===== src/rtl/aso_pkg.sv =====
// Shared types for the serial result output.
// Assumes: nothing beyond IEEE 1800-2017.
package aso_pkg;

    // Transmitter state for the internally clocked burst.
    typedef enum logic [0:0] {
        TX_IDLE = 1'b0,
        TX_SEND = 1'b1
    } tx_state_t;

    // Meaning of the format select pin.
    typedef enum logic {
        FMT_TWOS     = 1'b0,
        FMT_STRAIGHT = 1'b1
    } fmt_sel_t;

endpackage


===== src/rtl/aso_dclk_sync.sv =====
// Brings the external bit clock into the system clock domain and flags its edges.
// Assumes: the external clock's high and low phases each last well over
// SYNC_STAGES+1 system clocks.
module aso_dclk_sync #(
    parameter int SYNC_STAGES = 2
) (
    input  logic clk,
    input  logic rst_n,
    input  logic dclk_in,
    output logic dclk_rise,
    output logic dclk_fall
);
    localparam int DEPTH = SYNC_STAGES + 1;

    logic [DEPTH-1:0] pipe;

    // Synchronizer chain plus one history stage for edge detection.
    always_ff @(posedge clk) begin
        if (!rst_n) begin
            pipe <= '0;
        end else begin
            pipe <= {pipe[DEPTH-2:0], dclk_in};
        end
    end

    assign dclk_rise =  pipe[DEPTH-2] && !pipe[DEPTH-1];
    assign dclk_fall = !pipe[DEPTH-2] &&  pipe[DEPTH-1];

endmodule


===== src/rtl/aso_int_tx.sv =====
// Internally clocked transmitter: a divider makes a 16-pulse (DATA_W) burst.
// Data changes only a quarter period before each rising edge, while the clock
// is low, so both edges of a pulse see the same bit. When idle it drives the
// tag level captured at the convert command.
// Assumes: start is a one-cycle pulse; en low aborts and idles.
module aso_int_tx
    import aso_pkg::*;
#(
    parameter int DATA_W = 16,
    parameter int QTR    = 2
) (
    input  logic              clk,
    input  logic              rst_n,
    input  logic              en,
    input  logic              start,
    input  logic [DATA_W-1:0] word,
    input  logic              tag_in,
    output logic              dclk,
    output logic              sd
);
    localparam int PER = 4 * QTR;
    localparam int PW  = (PER > 1) ? $clog2(PER) : 1;
    localparam int CW  = $clog2(DATA_W);

    tx_state_t          st;
    logic [PW-1:0]      phase;
    logic [CW-1:0]      bit_cnt;
    logic [DATA_W-1:0]  shreg;
    logic               tag_hold;

    // Burst sequencer: phase divider, bit counter, shift register, tag capture.
    always_ff @(posedge clk) begin
        if (!rst_n) begin
            st       <= TX_IDLE;
            phase    <= '0;
            bit_cnt  <= '0;
            shreg    <= '0;
            tag_hold <= 1'b0;
        end else if (!en) begin
            st       <= TX_IDLE;
        end else if (start) begin
            st       <= TX_SEND;
            phase    <= '0;
            bit_cnt  <= '0;
            shreg    <= word;
            tag_hold <= tag_in;
        end else if (st == TX_SEND) begin
            if (phase == PW'(PER - 1)) begin
                phase <= '0;
                if (bit_cnt == CW'(DATA_W - 1)) begin
                    st <= TX_IDLE;
                end else begin
                    bit_cnt <= bit_cnt + 1'b1;
                    shreg   <= {shreg[DATA_W-2:0], 1'b0};
                end
            end else begin
                phase <= phase + 1'b1;
            end
        end
    end

    assign dclk = (st == TX_SEND) && (phase >= PW'(QTR)) && (phase < PW'(3 * QTR));
    assign sd   = (st == TX_SEND) ? shreg[DATA_W-1] : tag_hold;

    // Checker state: rising edges of dclk since the last start.
    logic [CW:0] chk_rises;
    logic        chk_dclk_d;
    always_ff @(posedge clk) begin
        if (!rst_n) begin
            chk_rises  <= '0;
            chk_dclk_d <= 1'b0;
        end else begin
            chk_dclk_d <= dclk;
            if (start) begin
                chk_rises <= '0;
            end else if (dclk && !chk_dclk_d && (chk_rises != '1)) begin
                chk_rises <= chk_rises + 1'b1;
            end
        end
    end

    AST_BURST_LEN: assert property (@(posedge clk) disable iff (!rst_n)
        chk_rises <= (CW+1)'(DATA_W));
    AST_BIT_STEADY_AT_EDGE: assert property (@(posedge clk) disable iff (!rst_n)
        ($past(rst_n) && ($rose(dclk) || $fell(dclk))) |-> $stable(sd));
    AST_IDLE_TAG_HELD: assert property (@(posedge clk) disable iff (!rst_n)
        ($past(rst_n) && st == TX_IDLE && $past(st == TX_IDLE) && !$past(start)) |-> $stable(sd));

endmodule


===== src/rtl/aso_ext_tx.sv =====
// Externally clocked transmitter with tag delay line. On start it raises
// sync and presents the MSB. Each external falling edge moves to the next bit;
// after DATA_W bits it presents the tag delay line output. The delay line
// shifts on every external rising edge.
// Assumes: win is the read window level; start is its rising edge.
module aso_ext_tx #(
    parameter int DATA_W = 16
) (
    input  logic              clk,
    input  logic              rst_n,
    input  logic              en,
    input  logic              win,
    input  logic              start,
    input  logic              dclk_rise,
    input  logic              dclk_fall,
    input  logic [DATA_W-1:0] word,
    input  logic              tag_in,
    output logic              sd,
    output logic              sync
);
    localparam int CW = $clog2(DATA_W + 1);

    logic [DATA_W-1:0] shreg;
    logic [DATA_W-1:0] tag_line;
    logic [CW-1:0]     fe_cnt;
    logic              dq;
    logic              busy;
    logic              sync_q;

    // Transfer control: load on start, advance on falling edges, stop on window close.
    always_ff @(posedge clk) begin
        if (!rst_n) begin
            shreg  <= '0;
            fe_cnt <= '0;
            dq     <= 1'b0;
            busy   <= 1'b0;
            sync_q <= 1'b0;
        end else if (!en) begin
            busy   <= 1'b0;
            sync_q <= 1'b0;
        end else if (start) begin
            shreg  <= {word[DATA_W-2:0], 1'b0};
            dq     <= word[DATA_W-1];
            fe_cnt <= '0;
            busy   <= 1'b1;
            sync_q <= 1'b1;
        end else if (!win) begin
            busy   <= 1'b0;
            sync_q <= 1'b0;
        end else if (busy && dclk_fall) begin
            sync_q <= 1'b0;
            dq     <= (fe_cnt < CW'(DATA_W - 1)) ? shreg[DATA_W-1] : tag_line[DATA_W-1];
            shreg  <= {shreg[DATA_W-2:0], 1'b0};
            if (fe_cnt != CW'(DATA_W)) begin
                fe_cnt <= fe_cnt + 1'b1;
            end
        end
    end

    // Tag delay line: one stage per result bit, shifted on external rising edges.
    always_ff @(posedge clk) begin
        if (!rst_n) begin
            tag_line <= '0;
        end else if (en && dclk_rise) begin
            tag_line <= {tag_line[DATA_W-2:0], tag_in};
        end
    end

    assign sd   = busy && dq;
    assign sync = sync_q;

    AST_SYNC_ONLY_ON_START: assert property (@(posedge clk) disable iff (!rst_n)
        ($past(rst_n) && $rose(sync)) |-> $past(start));
    AST_CLOSED_WINDOW_QUIET: assert property (@(posedge clk) disable iff (!rst_n)
        ($past(rst_n) && en && $past(en) && !win && $past(!win)) |-> (!sd && !sync));

endmodule


===== src/rtl/adc_serial_out.sv =====
// Top of the serial result output. Holds the shadow result, applies the
// output format, decodes the convert and read triggers from the control pins,
// and selects between the internal and external transmitters.
// Assumes: cs_n, rd_conv, res_valid and the mode pins are synchronous to clk.
// Mode pins change only between transfers.
module adc_serial_out
    import aso_pkg::*;
#(
    parameter int DATA_W      = 16,
    parameter int QTR         = 2,
    parameter int SYNC_STAGES = 2
) (
    input  logic              clk,
    input  logic              rst_n,
    input  logic [DATA_W-1:0] res_data,
    input  logic              res_valid,
    input  logic              cs_n,
    input  logic              rd_conv,
    input  logic              ext_mode,
    input  logic              fmt_sb,
    input  logic              tag_in,
    input  logic              dclk_in,
    output logic              dclk_out,
    output logic              sdata_out,
    output logic              sync_out
);
    logic [DATA_W-1:0] shadow;
    logic [DATA_W-1:0] fmt_word;
    logic              conv_n, conv_q, win, win_q;
    logic              int_start, ext_start;
    logic              dclk_rise, dclk_fall;
    logic              int_dclk, int_sd, ext_sd, ext_sync;

    // Shadow result: loaded only by the sequencer strobe.
    always_ff @(posedge clk) begin
        if (!rst_n) begin
            shadow <= '0;
        end else if (res_valid) begin
            shadow <= res_data;
        end
    end

    // Output format: two's complement is straight binary with the MSB inverted.
    always_comb begin
        fmt_word = shadow;
        if (fmt_sel_t'(fmt_sb) == FMT_TWOS) begin
            fmt_word[DATA_W-1] = ~shadow[DATA_W-1];
        end
    end

    // Trigger history: both levels reset high so reset release makes no edge.
    always_ff @(posedge clk) begin
        if (!rst_n) begin
            conv_q <= 1'b1;
            win_q  <= 1'b1;
        end else begin
            conv_q <= conv_n;
            win_q  <= win;
        end
    end

    assign conv_n    = cs_n | rd_conv;
    assign win       = !cs_n && rd_conv;
    assign int_start = !ext_mode && !conv_n && conv_q;
    assign ext_start =  ext_mode && win && !win_q;

    aso_dclk_sync #(
        .SYNC_STAGES (SYNC_STAGES)
    ) u_sync (
        .clk       (clk),
        .rst_n     (rst_n),
        .dclk_in   (dclk_in),
        .dclk_rise (dclk_rise),
        .dclk_fall (dclk_fall)
    );

    aso_int_tx #(
        .DATA_W (DATA_W),
        .QTR    (QTR)
    ) u_int (
        .clk    (clk),
        .rst_n  (rst_n),
        .en     (!ext_mode),
        .start  (int_start),
        .word   (fmt_word),
        .tag_in (tag_in),
        .dclk   (int_dclk),
        .sd     (int_sd)
    );

    aso_ext_tx #(
        .DATA_W (DATA_W)
    ) u_ext (
        .clk       (clk),
        .rst_n     (rst_n),
        .en        (ext_mode),
        .win       (win),
        .start     (ext_start),
        .dclk_rise (dclk_rise),
        .dclk_fall (dclk_fall),
        .word      (fmt_word),
        .tag_in    (tag_in),
        .sd        (ext_sd),
        .sync      (ext_sync)
    );

    assign dclk_out  = int_dclk;
    assign sdata_out = ext_mode ? ext_sd : int_sd;
    assign sync_out  = ext_sync;

    AST_SHADOW_LOAD: assert property (@(posedge clk) disable iff (!rst_n)
        ($past(rst_n) && $past(res_valid)) |-> (shadow == $past(res_data)));
    AST_NO_CLOCK_IN_EXT: assert property (@(posedge clk) disable iff (!rst_n)
        ($past(rst_n) && ext_mode && $past(ext_mode)) |-> !dclk_out);
    AST_FIRST_BIT_FORMAT: assert property (@(posedge clk) disable iff (!rst_n)
        ($past(rst_n) && $past(ext_start)) |-> (sdata_out == ($past(shadow[DATA_W-1]) ^ !$past(fmt_sb))));

endmodule


===== config.mk =====
export PLATFORM = sky130hd
export DESIGN_NAME = adc_serial_out
export DESIGN_NICKNAME = d
export VERILOG_FILES = /design/src/rtl/aso_pkg.sv /design/src/rtl/aso_dclk_sync.sv /design/src/rtl/aso_int_tx.sv /design/src/rtl/aso_ext_tx.sv /design/src/rtl/adc_serial_out.sv
export SDC_FILE = /design/constraint.sdc
export NUM_CORES = 1
export LEC_CHECK = 0
export BUFFER_PORTS_ARGS = -buffer_cell sky130_fd_sc_hd__buf_2
export CORE_MARGIN = 2
export CORE_UTILIZATION = 28
export CTS_CLUSTER_DIAMETER = 80
export DETAILED_ROUTE_END_ITERATION = 10
export SYNTH_ARGS = -nofsm -noshare
export SYNTH_HDL_FRONTEND = slang
export SYNTH_SLANG_ARGS = --single-unit

===== constraint.sdc =====
create_clock -name clk -period 1.46 [get_ports clk]
set_clock_uncertainty 0.1 [all_clocks]
set_input_delay 0.073 -clock clk [delete_from_list [all_inputs] [get_ports clk]]
set_output_delay 0.073 -clock clk [all_outputs]
set_load 0.02 [all_outputs]

==> results of run 1 <==
[path summary, 6_finish.rpt]
path / to / slack (ns) / cells past startpoint
worst max register to register: u_int.shreg[10] / -0.01 / 6
worst min-delay path: u_ext.dq / 0.05 / 4
worst min register to register: u_ext.tag_line[10] / 0.36 / 2
worst max-delay path: u_int.shreg[10] / -0.01 / 6
[power breakdown]
part | total (mW) | leakage [nW] | switching, mW | internal (mW)
logic | 0.394 | 1.22 | 0.177 | 0.217
clock network | 2.07 | 0.134 | 0.846 | 1.22
registers | 2.44 | 0.695 | 0.0528 | 2.39
total | 4.90 | 2.05 | 1.08 | 3.83
[area by class of cell]
type,instances,area [sq um]
Sequential cell,85,1710
Timing Repair Buffer,80,647
Tap cell,172,215
Fill cell,1308,7810
Clock buffer,12,256
Clock inverter,2,10.0
Inverter,3,11.3
Multi-Input combinational cell,265,1960
[what timing repair did]
action                                  4_1_cts  5_1_grt
endpoints found under the setup margin       20       30
endpoints found under the hold margin        23        0
resized for setup                            11       23
setup buffers                                 3       10
hold buffers                                 20        0
gates cloned                                  2        2
pin swaps                                     5       15
[state kept, by name, summed over array words and instances, names as in the netlist]
signal,count
shadow,16
u_ext.tag_line,16
u_int.shreg,16
u_ext.shreg,15
u_ext.fe_cnt,5
u_int.bit_cnt,4
u_int.phase,3
u_sync.pipe,3
conv_q,1
u_ext.busy,1
u_ext.dq,1
u_ext.sync,1
u_int.st,1
u_int.tag_hold,1
win_q,1
[cell families (layout without fill, tap and decap cells)]
group | Yosys count | count (layout) | share of synthesized area [%]
xor gates and xnor gates | 7 | 7 | 1.70
adders and majority gates | 5 | 5 | 1.73
buffers and inverters | 26 | 97 | 3.40
muxes | 48 | 48 | 13.3
AOI/OAI and AO/OA | 77 | 80 | 14.6
DFF | 85 | 85 | 47.2
and+or+nand+nor | 124 | 125 | 18.1
[cells in the final DEF, fill, tap and decap left out, types with 3 or more instances in the layout]
master and count:
buf_2 26, ha_4 4, a21oi_1 18, xor2_1 3, nand3_1 6, buf_4 27
nand3b_1 6, and2_1 6, buf_12 4, mux2i_1 48, dfxtp_1 78, buf_6 3
clkbuf_16 9, a21boi_0 16, nor2b_1 20, dfxtp_2 7, o21ai_0 15, xnor2_1 4
nand4_1 3, nor2_1 8, o211a_1 15, nand2_1 57, dlygate4sd3_1 20
[layer usage]
layer / up-vias / GRT usage (%)
li1: 1448 / -
met3: 6 / 3.39
met4: 0 / 3.84
met2: 48 / 19.0
met5: - / 0
met1: 1325 / 14.3
[through the flow]
step	instances	setup TNS, ns	total power [mW]
after floorplan	372	0	2.70
after global routing	619	-1.25	5.11
after global placement	569	-0.251	2.81
final	619	-0.0188	4.90
after detailed placement	569	-1.12	2.82
after CTS	608	-0.0984	4.95
[critical path: stages (launching register included)]
cell     delay (ns)
dfxtp_1        0.31
nor4b_4        0.24
buf_12         0.20
buf_12         0.13
mux2i_1        0.19
nand2_1        0.08
o211a_1        0.12
==> flow_metrics.env, run 1 <==
export IMPL_place_ws_ns=-0.0954
export IMPL_fmax_mhz=679
export IMPL_crit_arrival_ns=1.60
export IMPL_post_dp_cell_area_sq_um=4080
export IMPL_first_iter_violations=113
export IMPL_critical_path_class="reg -> reg"
export IMPL_yosys_area_top_type="dfxtp_1"
export IMPL_place_congestion=0.728
export IMPL_cts_sinks=85
export IMPL_synth_nets=402
export IMPL_dieHeight_microns=118
export IMPL_routed_wl_met2_mm=3.68
export IMPL_maxCapViolCount=0
export IMPL_violations="negative setup slack"
export IMPL_die_w_microns=118
export IMPL_wire_per_inst_microns=12.5
export IMPL_grt_pass1_wl_mm=13.0
export IMPL_clk_latency_ns=0.33
export IMPL_drt_wl_total_mm=7.75
export IMPL_start_kind="flip-flop"
export IMPL_power_density_nw_per_um2=1020
export IMPL_drive_above_1_share_pct=23.3
export IMPL_relSlewSlack_pct=67.3
export IMPL_fin_area_sq_um=4810
export IMPL_min_period_over_period_pct=101
export IMPL_clockRootBuffer="clkbuf_16"
export IMPL_highest_layer="met4"
export IMPL_synthTopCellsByCount="dfxtp_1, nand2_1, mux2i_1, nor2b_1, a21oi_1"
export IMPL_slew_viol_final=0
export IMPL_rows=41
export IMPL_final_core_util_pct=38.1
export IMPL_synthDistinctLibCells=40
export IMPL_crit_required_ns=1.58
export IMPL_hold_viol_final=0
export IMPL_endpoint_kind="flip-flop"
export IMPL_rsz0062_at_grt="yes"
export IMPL_cts_buffers=9
export IMPL_worstPathMaxFanout=15
export IMPL_whs_ns=0.0501
export IMPL_grtUsageTotal_pct=11.5
export IMPL_ys_top_cells_by_area="dfxtp_1, mux2i_1, nand2_1"
export IMPL_cts_tree="done"
export IMPL_hold_path_class="in -> reg"
export IMPL_num_antenna_cells=0
export IMPL_fin_crit_ns=1.47
export IMPL_first_global_vias=2746
export IMPL_run_status="finished, violations left"
export IMPL_seq_area_frac_synth_pct=47.2
export IMPL_drcViolationCount=0
export IMPL_synth_warning_count=0
export IMPL_synth_most_common_cell="dfxtp_1"
export IMPL_synth_async_reset_ratio_pct=0
export IMPL_syn_to_final_growth_pct=33.4
export IMPL_synth_edf_count=0
export IMPL_synth_ff_type="dfxtp_1"
export IMPL_synthesis_area_sq_um=3610
export IMPL_numPortBuffers=27
export IMPL_drt_pre_antenna_iters=5
export IMPL_vias=2827
export IMPL_initial_core_util_pct=28.6
export IMPL_drt_met1_wl_mm=3.66
export IMPL_post_synth_cell_area_avg_sq_um=9.70
export IMPL_hold_start="fmt_sb"
export IMPL_htree_levels=3
export IMPL_overflow=0
export IMPL_io_pins=28
export IMPL_r2r_start="conv_q"
export IMPL_dieArea_sq_um=13800
export IMPL_clockBufferDepth=2
export IMPL_ant_nets=0
export IMPL_path_clk_slew_ns=0.06
export IMPL_p_leak_nw=2.05
export IMPL_worst_slack_ns=-0.0134
export IMPL_layout_nets=474
export IMPL_syn_inst=372
export IMPL_grt_max_degree=59
export IMPL_ys_seq_elements=85
export IMPL_hpwl_mm=4.88
export IMPL_finalSetupViolCount=2
export IMPL_yosysTopAreaCellShare_pct=47.2
export IMPL_crit_start="conv_q"
export IMPL_tightest_slew_ns=0.490
export IMPL_core_area_sq_um=12600
export IMPL_wl_met3_microns=329
export IMPL_grt_antenna_before_repair=0
export IMPL_vdd_ir_drop_max_uv=698
export IMPL_viasPerCell=4.57
No activity file was read; power rests on OpenSTA's default activity.
==> run 2: changes to the inputs <==
--- a/config.mk
+++ b/config.mk
@@ -9,7 +9,9 @@
 export CORE_MARGIN = 2
 export CORE_UTILIZATION = 28
 export CTS_CLUSTER_DIAMETER = 80
+export CTS_CLUSTER_SIZE = 28
 export DETAILED_ROUTE_END_ITERATION = 10
 export SYNTH_ARGS = -nofsm -noshare
 export SYNTH_HDL_FRONTEND = slang
+export SYNTH_HIERARCHICAL = 1
 export SYNTH_SLANG_ARGS = --single-unit
==> run 2 against run 1 <==
Effect of this change:
- the flow still finishes with violations (negative setup slack)
- via count is 8.1% higher
- die area is 7.9% higher
- sequential power shrank 2%
- synthesized area grew 8.2%
- synthesized cell count rose by 9.7%
- cell area up 11%
- maximum frequency is 7.9% lower
- largest power group unchanged
- power rose by 4.4%
- routed wire length rose by 14%
- utilization grew 0.87 points
- non-clock buffer count grew 16
==> flow_metrics.env, run 2 <==
export IMPL_clk_latency_ns=0.34
export IMPL_synthDistinctLibCells=52
export IMPL_clockBufferDepth=2
export IMPL_first_iter_violations=180
export IMPL_synthTopCellsByCount="nand2_1, dfxtp_1, mux2i_1, nor2b_1, a21boi_0"
export IMPL_drt_wl_total_mm=8.84
export IMPL_max_stage_delay_ns=0.34
export IMPL_fin_crit_ns=1.60
export IMPL_synth_most_common_cell="nand2_1"
export IMPL_cts_buffers=9
export IMPL_vdd_ir_drop_max_uv=619
export IMPL_critPathBufInv=1
export IMPL_dieArea_sq_um=14900
export IMPL_die_w_microns=122
export IMPL_maxCapViolCount=0
export IMPL_synth_warning_count=6
export IMPL_critPathSlowestCell="dfxtp_2"
export IMPL_worstPathMaxFanout=13
export IMPL_ant_nets=0
export IMPL_run_status="finished, violations left"
export IMPL_first_global_vias=3085
export IMPL_grt_pass1_wl_mm=14.7
export IMPL_power_mw=5.12
export IMPL_crit_required_ns=1.63
export IMPL_ys_seq_elements=85
export IMPL_numPortBuffers=27
export IMPL_rsz0062_at_grt="yes"
export IMPL_cts_tree="done"
export IMPL_reg2reg_depth=6
export IMPL_cpMostUsedCell="ha_4"
export IMPL_crit_arrival_ns=1.76
export IMPL_finalSetupViolCount=39
export IMPL_start_kind="flip-flop"
export IMPL_drt_pre_antenna_iters=4
export IMPL_overflow=0
export IMPL_viasPerCell=4.55
export IMPL_htree_levels=3
export IMPL_final_common_cell="dfxtp_1"
export IMPL_fmax_mhz=625
export IMPL_hold_depth=4
export IMPL_top_regs="shadow (16), u_ext/tag_line (16), u_int/shreg (16)"
export IMPL_syn_inst=408
export IMPL_synth_async_reset_ratio_pct=0
export IMPL_whs_endpoint="win_q"
export IMPL_synth_edf_count=0
export IMPL_hold_start="cs_n"
export IMPL_r2r_start="u_int/phase[0]"
export IMPL_ff2ff_setup_slack_ns=-0.14
export IMPL_grt_antenna_before_repair=0
export IMPL_fillCellCount=1354
export IMPL_synth_nets=439
export IMPL_final_cell_mix="dfxtp_1, nand2_1, mux2i_1"
export IMPL_hpwl_mm=5.83
export IMPL_ys_top_cells_by_area="dfxtp_1, mux2i_1, nand2_1"
export IMPL_core_area_sq_um=13700
export IMPL_wire_per_inst_microns=13.2
export IMPL_drcViolationCount=0
export IMPL_num_antenna_cells=0
export IMPL_seq_area_frac_synth_pct=43.6
export IMPL_dieHeight_microns=122
export IMPL_clockRootBuffer="clkbuf_16"
export IMPL_hold_viol_final=0
export IMPL_path_depth=6
export IMPL_worst_slack_ns=-0.139
export IMPL_post_synth_cell_area_avg_sq_um=9.56
export IMPL_layout_nets=518
export IMPL_critical_path_class="reg -> reg"
export IMPL_io_pins=28
export IMPL_p_leak_nw=2.28
export IMPL_tightest_slew_ns=0.543
export IMPL_min_period_over_period_pct=110
export IMPL_cts_sinks=85
export IMPL_final_core_util_pct=39.0
export IMPL_slew_viol_final=0
export IMPL_setup_tns_ns=-3.02
export IMPL_synth_ff_type="dfxtp_1"
export IMPL_grtUsageTotal_pct=12.4
export IMPL_path_cells="ha_4 -> ha_4 -> and3_4 -> a21boi_4 -> buf_12 -> mux2i_1"
export IMPL_yosys_area_top_type="dfxtp_1"
export IMPL_vias=3057
export IMPL_power_density_nw_per_um2=957
export IMPL_grt_max_degree=41
export IMPL_timing_rr_end="u_int/shreg[8]"
export IMPL_synthesis_area_sq_um=3900
export IMPL_endpoint_kind="flip-flop"
export IMPL_hold_path_class="in -> reg"
export IMPL_syn_to_final_growth_pct=37.1
export IMPL_path_clk_slew_ns=0.06
export IMPL_violations="negative setup slack"
export IMPL_yosysTopAreaCellShare_pct=43.6
export IMPL_drive_above_1_share_pct=32.9
export IMPL_place_congestion=0.755
export IMPL_relSlewSlack_pct=63.8
export IMPL_rows=43
export IMPL_initial_core_util_pct=28.4
export IMPL_crit_family="flip-flops"
## run 2: cell count changes after synthesis, sizes merged, moves of 3 or more
cell	before	now
nand2	58	95
mux2	0	17
a21oi	19	3
o21ai	17	2
inv	3	8
nand3b	6	1
buf	10	14
a21boi	18	21
and3	0	3
## run 2: cell families after synthesis
kind of cell	after synthesis	synth area share (%)
AND/OR/NAND/NOR	158	19.0
flip-flops	85	43.6
multiplexers	64	17.0
AO/OA/AOI/OAI	56	12.3
buffers and inverters	36	5.48
adder cells (fa/ha/maj)	6	1.92
XOR/XNOR	3	0.673
## run 2: stage by stage
step | setup WS (ns) | std cells | cell area (sq um) | hold WS (ns)
floorplan | -0.0744 | 408 | 3950 | 0.0462
CTS | -0.123 | 667 | 5100 | 0.0864
global placement | -0.0825 | 627 | 4520 | 0.204
global route | -0.184 | 672 | 5350 | 0.106
detailed placement | -0.142 | 627 | 4520 | 0.210
finish | -0.139 | 672 | 5350 | 0.0939
## run 2: report_power, final
group,switching [mW],internal [mW]
Clock,0.909,1.42
Combinational,0.177,0.213
Sequential,0.0418,2.36
Total,1.13,4.00
## run 2: how the worst max path moves through the flow
stage	startpoint	to	slack (ns)
after global placement	u_int/phase[1]	u_int/shreg[7]	-0.08
after CTS	u_int/st	sdata_out	-0.12
after floorplan	u_int/phase[1]	u_int/shreg[0]	-0.07
after detailed placement	u_int/phase[1]	u_int/shreg[8]	-0.14
final	u_int/phase[0]	u_int/shreg[8]	-0.14
after global routing	u_int/phase[1]	u_int/shreg[1]	-0.18
## run 2: cell type report
class	instances	area, sq um	area share [%]
Inverter	8	30.0	0.561
Timing Repair Buffer	96	853	15.9
Clock inverter	3	43.8	0.819
Tap cell	180	225	4.21
Clock buffer	13	260	4.86
Multi-Input combinational cell	287	2230	41.7
Sequential cell	85	1710	31.9
## run 2: metal layers
| layer | vias up | track usage, % | part of all wire [%] |
|---|---|---|---|
| met2 | 42 | 20.5 | 46 |
| met1 | 1450 | 15.6 | 49 |
| met3 | 9 | 2.95 | 2.6 |
| met4 | 0 | 4.96 | 1.5 |
| li1 | 1556 | - | - |
| met5 | - | 0 | 0 |
## run 2: what timing repair did
item,in CTS,in global routing
pin swaps,4,8
setup endpoints to repair,39,43
setup buffers,4,3
gates cloned,0,2
resized for setup,14,47
hold endpoints to repair,22,0
hold buffers,20,0
## run 2: worst reg2reg max path, delay by kind of cell, from the launching register on
kind	cells	cell delay, ns
muxes	1	0.22
adders and majority gates	2	0.32
buffers and inverters	1	0.19
AOI/OAI and AO/OA	1	0.19
and+or+nand+nor	1	0.17
DFF	1	0.34
